--- src/rtl/fds_pkg.sv ---
package fds_pkg;
  localparam int WORD_W = 32;
  localparam int CNT_W  = 12;

  typedef enum logic [3:0] {
    OP_PUT       = 4'b0001,
    OP_PUT3      = 4'b1001,
    OP_PUT_SPLIT = 4'b1011,
    OP_PUT_CONT  = 4'b0101,
    OP_DROP      = 4'b0010,
    OP_DROP3     = 4'b1010,
    OP_BRANCH    = 4'b0111,
    OP_WAIT      = 4'b1000
  } opcode_e;

  // strobes from control to datapath
  typedef struct packed {
    logic pcStart;
    logic pcInc;
    logic pcJump;
    logic hdrLd;
    logic opLd;
    logic cntLd;
    logic addrLd;
    logic wordStep;
    logic addrStep;
  } seqCtl_t;

  // total instruction length in words, 0 for an undefined opcode
  function automatic logic [2:0] opWords(input logic [3:0] op);
    case (op)
      OP_PUT:       opWords = 3'd2;
      OP_PUT3:      opWords = 3'd5;
      OP_PUT_SPLIT: opWords = 3'd3;
      OP_PUT_CONT:  opWords = 3'd1;
      OP_DROP:      opWords = 3'd1;
      OP_DROP3:     opWords = 3'd2;
      OP_BRANCH:    opWords = 3'd2;
      OP_WAIT:      opWords = 3'd2;
      default:      opWords = 3'd0;
    endcase
  endfunction

  function automatic logic isPut(input logic [3:0] op);
    isPut = (op == OP_PUT) || (op == OP_PUT3) || (op == OP_PUT_SPLIT) || (op == OP_PUT_CONT);
  endfunction

  function automatic logic hasAddr(input logic [3:0] op);
    hasAddr = (op == OP_PUT) || (op == OP_PUT3) || (op == OP_PUT_SPLIT);
  endfunction
endpackage

--- src/rtl/fds_dpath.sv ---
module fds_dpath
  import fds_pkg::*;
#(
  parameter int IAW  = 8,
  parameter int AW   = 32,
  parameter int CDW  = 4
) (
  input  logic              clk,
  input  logic              rstN,
  input  seqCtl_t           ctl,
  input  logic              fieldOdd,
  input  logic [IAW-1:0]    oddStart,
  input  logic [IAW-1:0]    evenStart,
  input  logic [WORD_W-1:0] imemData,
  input  logic [WORD_W-1:0] fifoData,
  input  logic [CDW-1:0]    fifoHeadCode,
  output logic [IAW-1:0]    pc,
  output logic [3:0]        hdrOp,
  output logic              remZero,
  output logic              lastWord,
  output logic              codeMatch,
  output logic              solMark,
  output logic              eolMark,
  output logic [AW-1:0]     wrAddr,
  output logic [WORD_W-1:0] wrData,
  output logic [3:0]        wrBe
);
  localparam logic [CNT_W-1:0] STEP = CNT_W'(4);

  logic [3:0]        opcReg;
  logic              solReg, eolReg;
  logic [3:0]        beReg;
  logic [CNT_W-1:0]  cntReg;
  logic [WORD_W-1:0] opReg;
  logic [CNT_W-1:0]  remBytes;
  logic [AW-1:0]     runAddr;
  logic              firstPend;
  logic [3:0]        tailMask;

  always_ff @(posedge clk or negedge rstN) begin
    if (!rstN) begin
      pc <= '0;
    end else if (ctl.pcStart) begin
      pc <= fieldOdd ? oddStart : evenStart;
    end else if (ctl.pcJump) begin
      pc <= opReg[IAW-1:0];
    end else if (ctl.pcInc) begin
      pc <= pc + IAW'(1);
    end
  end

  always_ff @(posedge clk or negedge rstN) begin
    if (!rstN) begin
      opcReg <= '0;
      solReg <= 1'b0;
      eolReg <= 1'b0;
      beReg  <= '0;
      cntReg <= '0;
      opReg  <= '0;
    end else begin
      if (ctl.hdrLd) begin
        opcReg <= imemData[31:28];
        solReg <= imemData[27];
        eolReg <= imemData[26];
        beReg  <= imemData[15:12];
        cntReg <= imemData[11:0];
      end
      if (ctl.opLd) opReg <= imemData;
    end
  end

  always_ff @(posedge clk or negedge rstN) begin
    if (!rstN) begin
      remBytes  <= '0;
      firstPend <= 1'b0;
    end else if (ctl.cntLd) begin
      remBytes  <= cntReg;
      firstPend <= 1'b1;
    end else if (ctl.wordStep) begin
      remBytes  <= (remBytes > STEP) ? remBytes - STEP : '0;
      firstPend <= 1'b0;
    end
  end

  always_ff @(posedge clk or negedge rstN) begin
    if (!rstN) begin
      runAddr <= '0;
    end else if (ctl.addrLd) begin
      runAddr <= opReg[AW-1:0];
    end else if (ctl.addrStep) begin
      runAddr <= runAddr + AW'(4);
    end
  end

  always_comb begin
    if (remBytes >= STEP) tailMask = 4'hF;
    else tailMask = 4'((5'd1 << remBytes[1:0]) - 5'd1);
  end

  assign hdrOp     = opcReg;
  assign remZero   = (remBytes == '0);
  assign lastWord  = (remBytes <= STEP);
  assign codeMatch = (fifoHeadCode == opReg[CDW-1:0]);
  assign solMark   = solReg & firstPend;
  assign eolMark   = eolReg & lastWord;
  assign wrAddr    = runAddr;
  assign wrData    = fifoData;
  assign wrBe      = beReg & tailMask;
endmodule

--- src/rtl/fds_ctrl.sv ---
module fds_ctrl
  import fds_pkg::*;
#(
  parameter int FCW = 10
) (
  input  logic           clk,
  input  logic           rstN,
  input  logic           fieldStart,
  input  logic           restart,
  input  logic [3:0]     imemOp,
  input  logic [3:0]     hdrOp,
  input  logic [FCW-1:0] fifoBytes,
  input  logic           fifoHeadSync,
  input  logic           remZero,
  input  logic           lastWord,
  input  logic           codeMatch,
  output seqCtl_t        ctl,
  output logic           imemRd,
  output logic           fifoRd,
  output logic           wrReq,
  output logic           busy,
  output logic           errFlag,
  output logic           resyncFlag
);
  typedef enum logic [3:0] {
    S_IDLE, S_FETCH, S_HDR, S_OPF, S_OPD, S_EXEC, S_MOVE, S_WAIT, S_HALT
  } seqState_e;

  seqState_e state, nxt;
  logic [2:0] opLeft;
  logic       firstOp;
  logic       resync;
  logic       setResync, clrResync;
  logic       fifoHas;
  logic [2:0] newLen;

  assign fifoHas = (fifoBytes >= FCW'(4));
  assign newLen  = opWords(imemOp);

  always_comb begin
    ctl       = '0;
    nxt       = state;
    imemRd    = 1'b0;
    fifoRd    = 1'b0;
    wrReq     = 1'b0;
    setResync = 1'b0;
    clrResync = 1'b0;
    if (fieldStart && state != S_HALT) begin
      ctl.pcStart = 1'b1;
      nxt = S_FETCH;
    end else begin
      case (state)
        S_FETCH: begin
          imemRd = 1'b1;
          nxt = S_HDR;
        end
        S_HDR: begin
          ctl.hdrLd = 1'b1;
          ctl.pcInc = 1'b1;
          if (newLen == 3'd0) nxt = S_HALT;
          else if (newLen == 3'd1) nxt = S_EXEC;
          else nxt = S_OPF;
        end
        S_OPF: begin
          imemRd = 1'b1;
          nxt = S_OPD;
        end
        S_OPD: begin
          ctl.pcInc = 1'b1;
          ctl.opLd  = firstOp;
          nxt = (opLeft == 3'd1) ? S_EXEC : S_OPF;
        end
        S_EXEC: begin
          if (hdrOp == OP_BRANCH) begin
            ctl.pcJump = 1'b1;
            nxt = S_FETCH;
          end else if (hdrOp == OP_WAIT) begin
            nxt = S_WAIT;
          end else if (resync) begin
            nxt = S_FETCH;
          end else begin
            ctl.cntLd  = 1'b1;
            ctl.addrLd = hasAddr(hdrOp);
            nxt = S_MOVE;
          end
        end
        S_MOVE: begin
          if (remZero) begin
            nxt = S_FETCH;
          end else if (fifoHas) begin
            if (fifoHeadSync) begin
              setResync = 1'b1;
              nxt = S_FETCH;
            end else begin
              fifoRd = 1'b1;
              ctl.wordStep = 1'b1;
              if (isPut(hdrOp)) begin
                wrReq = 1'b1;
                ctl.addrStep = 1'b1;
              end
              if (lastWord) nxt = S_FETCH;
            end
          end
        end
        S_WAIT: begin
          if (fifoHas) begin
            fifoRd = 1'b1;
            if (fifoHeadSync && codeMatch) begin
              clrResync = 1'b1;
              nxt = S_FETCH;
            end
          end
        end
        S_HALT: begin
          if (restart) nxt = S_IDLE;
        end
        default: ;
      endcase
    end
  end

  always_ff @(posedge clk or negedge rstN) begin
    if (!rstN) begin
      state   <= S_IDLE;
      opLeft  <= '0;
      firstOp <= 1'b0;
      resync  <= 1'b0;
    end else begin
      state <= nxt;
      if (state == S_HDR) begin
        opLeft  <= newLen - 3'd1;
        firstOp <= 1'b1;
      end else if (state == S_OPD) begin
        opLeft  <= opLeft - 3'd1;
        firstOp <= 1'b0;
      end
      if (ctl.pcStart || clrResync) resync <= 1'b0;
      else if (setResync) resync <= 1'b1;
    end
  end

  assign busy       = (state != S_IDLE) && (state != S_HALT);
  assign errFlag    = (state == S_HALT);
  assign resyncFlag = resync;
endmodule

--- src/rtl/fld_dma_seq.sv ---
module fld_dma_seq
  import fds_pkg::*;
#(
  parameter int IADDR_W    = 8,
  parameter int ADDR_W     = 32,
  parameter int FIFO_CNT_W = 10,
  parameter int CODE_W     = 4
) (
  input  logic                  clk,
  input  logic                  rstN,
  input  logic                  fieldStart,
  input  logic                  fieldOdd,
  input  logic                  restart,
  input  logic [IADDR_W-1:0]    oddStart,
  input  logic [IADDR_W-1:0]    evenStart,
  output logic                  imemRd,
  output logic [IADDR_W-1:0]    imemAddr,
  input  logic [31:0]           imemData,
  input  logic [FIFO_CNT_W-1:0] fifoBytes,
  input  logic [31:0]           fifoData,
  input  logic                  fifoHeadSync,
  input  logic [CODE_W-1:0]     fifoHeadCode,
  output logic                  fifoRd,
  output logic                  wrReq,
  output logic [ADDR_W-1:0]     wrAddr,
  output logic [31:0]           wrData,
  output logic [3:0]            wrBe,
  output logic                  wrSol,
  output logic                  wrEol,
  output logic                  busy,
  output logic                  errFlag,
  output logic                  resyncFlag,
  output logic [IADDR_W-1:0]    pcOut
);
  seqCtl_t           ctl;
  logic [3:0]        hdrOp;
  logic              remZero, lastWord, codeMatch, solMark, eolMark;
  logic [IADDR_W-1:0] pc;

  fds_ctrl #(.FCW(FIFO_CNT_W)) u_ctrl (
    .clk(clk), .rstN(rstN), .fieldStart(fieldStart), .restart(restart),
    .imemOp(imemData[31:28]), .hdrOp(hdrOp), .fifoBytes(fifoBytes),
    .fifoHeadSync(fifoHeadSync), .remZero(remZero), .lastWord(lastWord),
    .codeMatch(codeMatch), .ctl(ctl), .imemRd(imemRd), .fifoRd(fifoRd),
    .wrReq(wrReq), .busy(busy), .errFlag(errFlag), .resyncFlag(resyncFlag)
  );

  fds_dpath #(.IAW(IADDR_W), .AW(ADDR_W), .CDW(CODE_W)) u_dpath (
    .clk(clk), .rstN(rstN), .ctl(ctl), .fieldOdd(fieldOdd),
    .oddStart(oddStart), .evenStart(evenStart), .imemData(imemData),
    .fifoData(fifoData), .fifoHeadCode(fifoHeadCode), .pc(pc),
    .hdrOp(hdrOp), .remZero(remZero), .lastWord(lastWord),
    .codeMatch(codeMatch), .solMark(solMark), .eolMark(eolMark),
    .wrAddr(wrAddr), .wrData(wrData), .wrBe(wrBe)
  );

  assign imemAddr = pc;
  assign pcOut    = pc;
  assign wrSol    = wrReq & solMark;
  assign wrEol    = wrReq & eolMark;
endmodule

--- config.mk ---
export PLATFORM = sky130hd
export DESIGN_NAME = fld_dma_seq
export DESIGN_NICKNAME = d
export VERILOG_FILES = /design/src/rtl/fds_pkg.sv /design/src/rtl/fds_dpath.sv /design/src/rtl/fds_ctrl.sv /design/src/rtl/fld_dma_seq.sv
export SDC_FILE = /design/constraint.sdc
export NUM_CORES = 1
export LEC_CHECK = 0
export BUFFER_PORTS_ARGS = -buffer_cell sky130_fd_sc_hd__buf_4
export CORE_ASPECT_RATIO = 0.9
export CORE_MARGIN = 10
export CORE_UTILIZATION = 45
export CTS_CLUSTER_DIAMETER = 200
export DETAILED_ROUTE_END_ITERATION = 16
export PLACE_DENSITY = 0.7
export SYNTH_ARGS = -nofsm -noshare
export SYNTH_HDL_FRONTEND = slang
export SYNTH_SLANG_ARGS = --single-unit
--- constraint.sdc ---
create_clock -name clk -period 3.62 [get_ports clk]
set_input_delay 0.181 -clock clk [delete_from_list [all_inputs] [get_ports clk]]
set_output_delay 0.181 -clock clk [all_outputs]
set_load 0.01 [all_outputs]
==> results_dict.tcl <==
set metrics [dict create \
    grt_max_degree 82 \
    clkSinkCount 116 \
    antenna_cells 0 \
    p_leak_nw 3.95 \
    crit_path_start_kind "flop" \
    synth-async-reset-ratio_pct 100 \
    insertion_delay_ps 420 \
    dieArea_mm2 0.0205 \
    initial_core_util_pct 46.1 \
    netlist_area_mm2 0.00683 \
    antenna_found_initial 0 \
    max_stage_delay_ps 490 \
    syn-mean-instance-area_um2 10.0 \
    grt-ovfl-total 0 \
    r2r-end "u_dpath.wrAddr[9]$_DFFE_PN0P_" \
    max-slew-margin-rel_pct 29.1 \
    fin_total_pwr_mw 5.74 \
    rsz0062_at_grt "no" \
    reg2reg_depth 6 \
    yosysWarnings 0 \
    tightestPinTransition_ps 1060 \
    whs_ps -44.4 \
    maxSlewViolCount 0 \
    htree_levels 4 \
    ys.flop_type "dfrtp_1" \
    drt_wl_total_um 20000 \
    dp_hpwl_um 14200 \
    synth_area_leader_cell "dfrtp_1" \
    cts_resized 0 \
    clkSlewWorstSetupHoldPaths_ps 50 \
    setup_tns_ps 0 \
    routedWlPerCell_um 20.1 \
    grt_pass1_wl_um 32000 \
    die_y_um 137 \
    dr.pass1.iters 5 \
    area_delta_synth_final_pct 24.2 \
    period_minus_slack_ps 3140 \
    core_mm2 0.0148 \
    drive_gt1_share_pct 30.9 \
    clk_path_buf_depth 2 \
    io_pins 192 \
    slowest_stage "or3b_2" \
    root_buffer "clkbuf_16" \
    min_period_over_period_pct 86.8 \
    yosysTopAreaCellShare_pct 42.5 \
    ys_ff_latch 116 \
    hold_viol 79 \
    die_w_um 150 \
    path_buf_inv 2 \
    grt_usage_pct 19.5 \
    skew_ps 7.47 \
    final_nets 892 \
    cts_buffers 17 \
    postCtsSetupBuffers 0 \
    ant_nets 0 \
    r2r_start "u_ctrl.state[2]$_DFFE_PN0P_" \
    reg2reg_slack_ps 880 \
    worst_setup_path_end_kind "primary output" \
    failed_checks "negative hold slack" \
    worstPathCellList "inv_1 -> ha_1 -> or3b_2 -> nor3_1 -> o211ai_1 -> o31a_1 -> buf_4" \
    maxCapViolCount 0 \
    worst-setup-path-type "reg -> out" \
    ir_drop_v 0.000384 \
    gp_congestion 0.849 \
    synth_area_leaders "dfrtp_1 (42%), mux2_2 (9.4%), buf_4 (4.4%)" \
    critical_path_peak_fanout 5 \
    port-buffer-count 125 \
    synth_nets 792 \
    cp_data_arrival_time_ps 2960 \
    row_count 42 \
    postLayoutCoreUtil_pct 57.3 \
    grt_pass1_vias 6057 \
    ys_types 74 \
    hp-class "in -> async" \
    fmax_mhz 318 \
    drcViolationCount 0 \
    routed_via_density 5.94 \
    cts_tree "yes" \
    cp_top_family "simple AND/OR/NAND/NOR gates" \
    power_density_mw_per_mm2 677 \
    setup_viol 0 \
    required_ps 3440 \
    synth-edff-count 0 \
    postSynthCellCount 682 \
    vias 5891 \
    drtIter0Drc 523 \
    status "finished, violations left" \
    ys_seq_area_share_pct 42.5 \
]
layer usage:
layer	GRT usage, %	up-vias	wire, µm
li1	-	2693	-
met1	23.9	2921	8460
met2	31.3	227	9430
met3	6.07	50	1540
met4	8.25	0	554
met5	0	-	0
where the power goes:
part           internal [mW]  switching (mW)  total, mW  leakage [nW]
combinational          0.894           0.793       1.69          2.15
sequential              1.75           0.482       2.23          1.50
clock                   1.22           0.609       1.83         0.308
state kept, by name (all words and copies together) (netlist names):
register	cells
u_dpath.opReg	32
u_dpath.wrAddr	32
u_dpath.cntReg	12
u_dpath.remBytes	12
u_dpath.pc	8
u_ctrl.state	4
u_dpath.beReg	4
u_dpath.hdrOp	4
u_ctrl.opLeft	3
u_ctrl.firstOp	1
u_ctrl.resyncFlag	1
u_dpath.eolReg	1
u_dpath.firstPend	1
u_dpath.solReg	1
cell usage in the layout, fill, tap and decap left out, types with 8 or more instances in the layout:
cell type and n:
nand2_1 57, xor2_1 8, nor2b_1 8, buf_4 136
nor4_1 13, nor3_1 22, nor2_1 34, and3_1 15
ha_1 10, o21ai_0 18, nand4_1 8, a221o_1 13
mux2_2 57, inv_1 21, dfrtp_1 116, nand3_1 42
o211ai_1 14, mux2i_1 21, a21oi_1 15, clkbuf_16 17
dlygate4sd3_1 18
worst max-delay path by stage:
stage	from	endpoint	cells after the start
final	u_dpath.remBytes[2]$_DFFE_PN0P_	wrBe[0]	7
after global routing	u_dpath.remBytes[2]$_DFFE_PN0P_	wrBe[0]	7
after CTS	u_dpath.remBytes[2]$_DFFE_PN0P_	wrBe[0]	7
after detailed placement	u_ctrl.state[2]$_DFFE_PN0P_	u_dpath.wrAddr[7]$_DFFE_PN0P_	6
after global placement	u_ctrl.state[2]$_DFFE_PN0P_	u_dpath.wrAddr[13]$_DFFE_PN0P_	6
after floorplan	u_dpath.remBytes[2]$_DFFE_PN0P_	u_dpath.wrAddr[24]$_DFFE_PN0P_	8
cell type report:
type | instances | area [µm²]
fill | 1287 | 6330
multi-input combinational | 470 | 3400
sequential | 116 | 2900
timing repair buffer | 155 | 1220
clock buffer | 22 | 484
tap | 198 | 248
clock inverter | 9 | 150
inverter | 22 | 85.1
timing repair:
item | CTS | global route
hold endpoints to repair | 17 | 3
hold buffers | 15 | 3
endpoints found under the setup margin | 0 | 0
synth_stat cells, types with 4 or more instances:
library cell and count:
nor4_1 13, xor2_1 8, nor2b_1 8, nor2_1 35
a211o_1 7, a21oi_1 15, buf_2 12, ha_1 10
clkbuf_1 18, or3_1 7, dfrtp_1 116, mux2_2 57
xnor2_1 5, inv_1 21, a221o_1 13, o21ai_0 18
nor3_1 22, mux2i_1 21, and3_1 15, buf_4 40
a31oi_1 6, nand4_1 8, nand2_1 57, and4_1 7
nand3_1 42, mux2_4 5, o211ai_1 14, a32oi_1 4
metrics by stage:
step,std cells,area (µm²),setup WS [ps],hold WS (ps)
after floorplan,682,6830,1370,-115
after global placement,943,7670,989,362
after detailed placement,943,7670,930,362
after CTS,989,8460,501,0.702
after global routing,992,8490,338,0.456
final,992,8490,479,-44.4
kinds of logic after synthesis:
kind of cell / synth area share, %
flip-flops: 42.5
multiplexers: 13.7
AO/OA/AOI/OAI: 12.9
XOR/XNOR: 1.67
buffers and inverters: 7.84
adder cells (fa/ha/maj): 1.83
AND/OR/NAND/NOR: 19.6
Note: power is estimated with default switching activity, not from simulation.
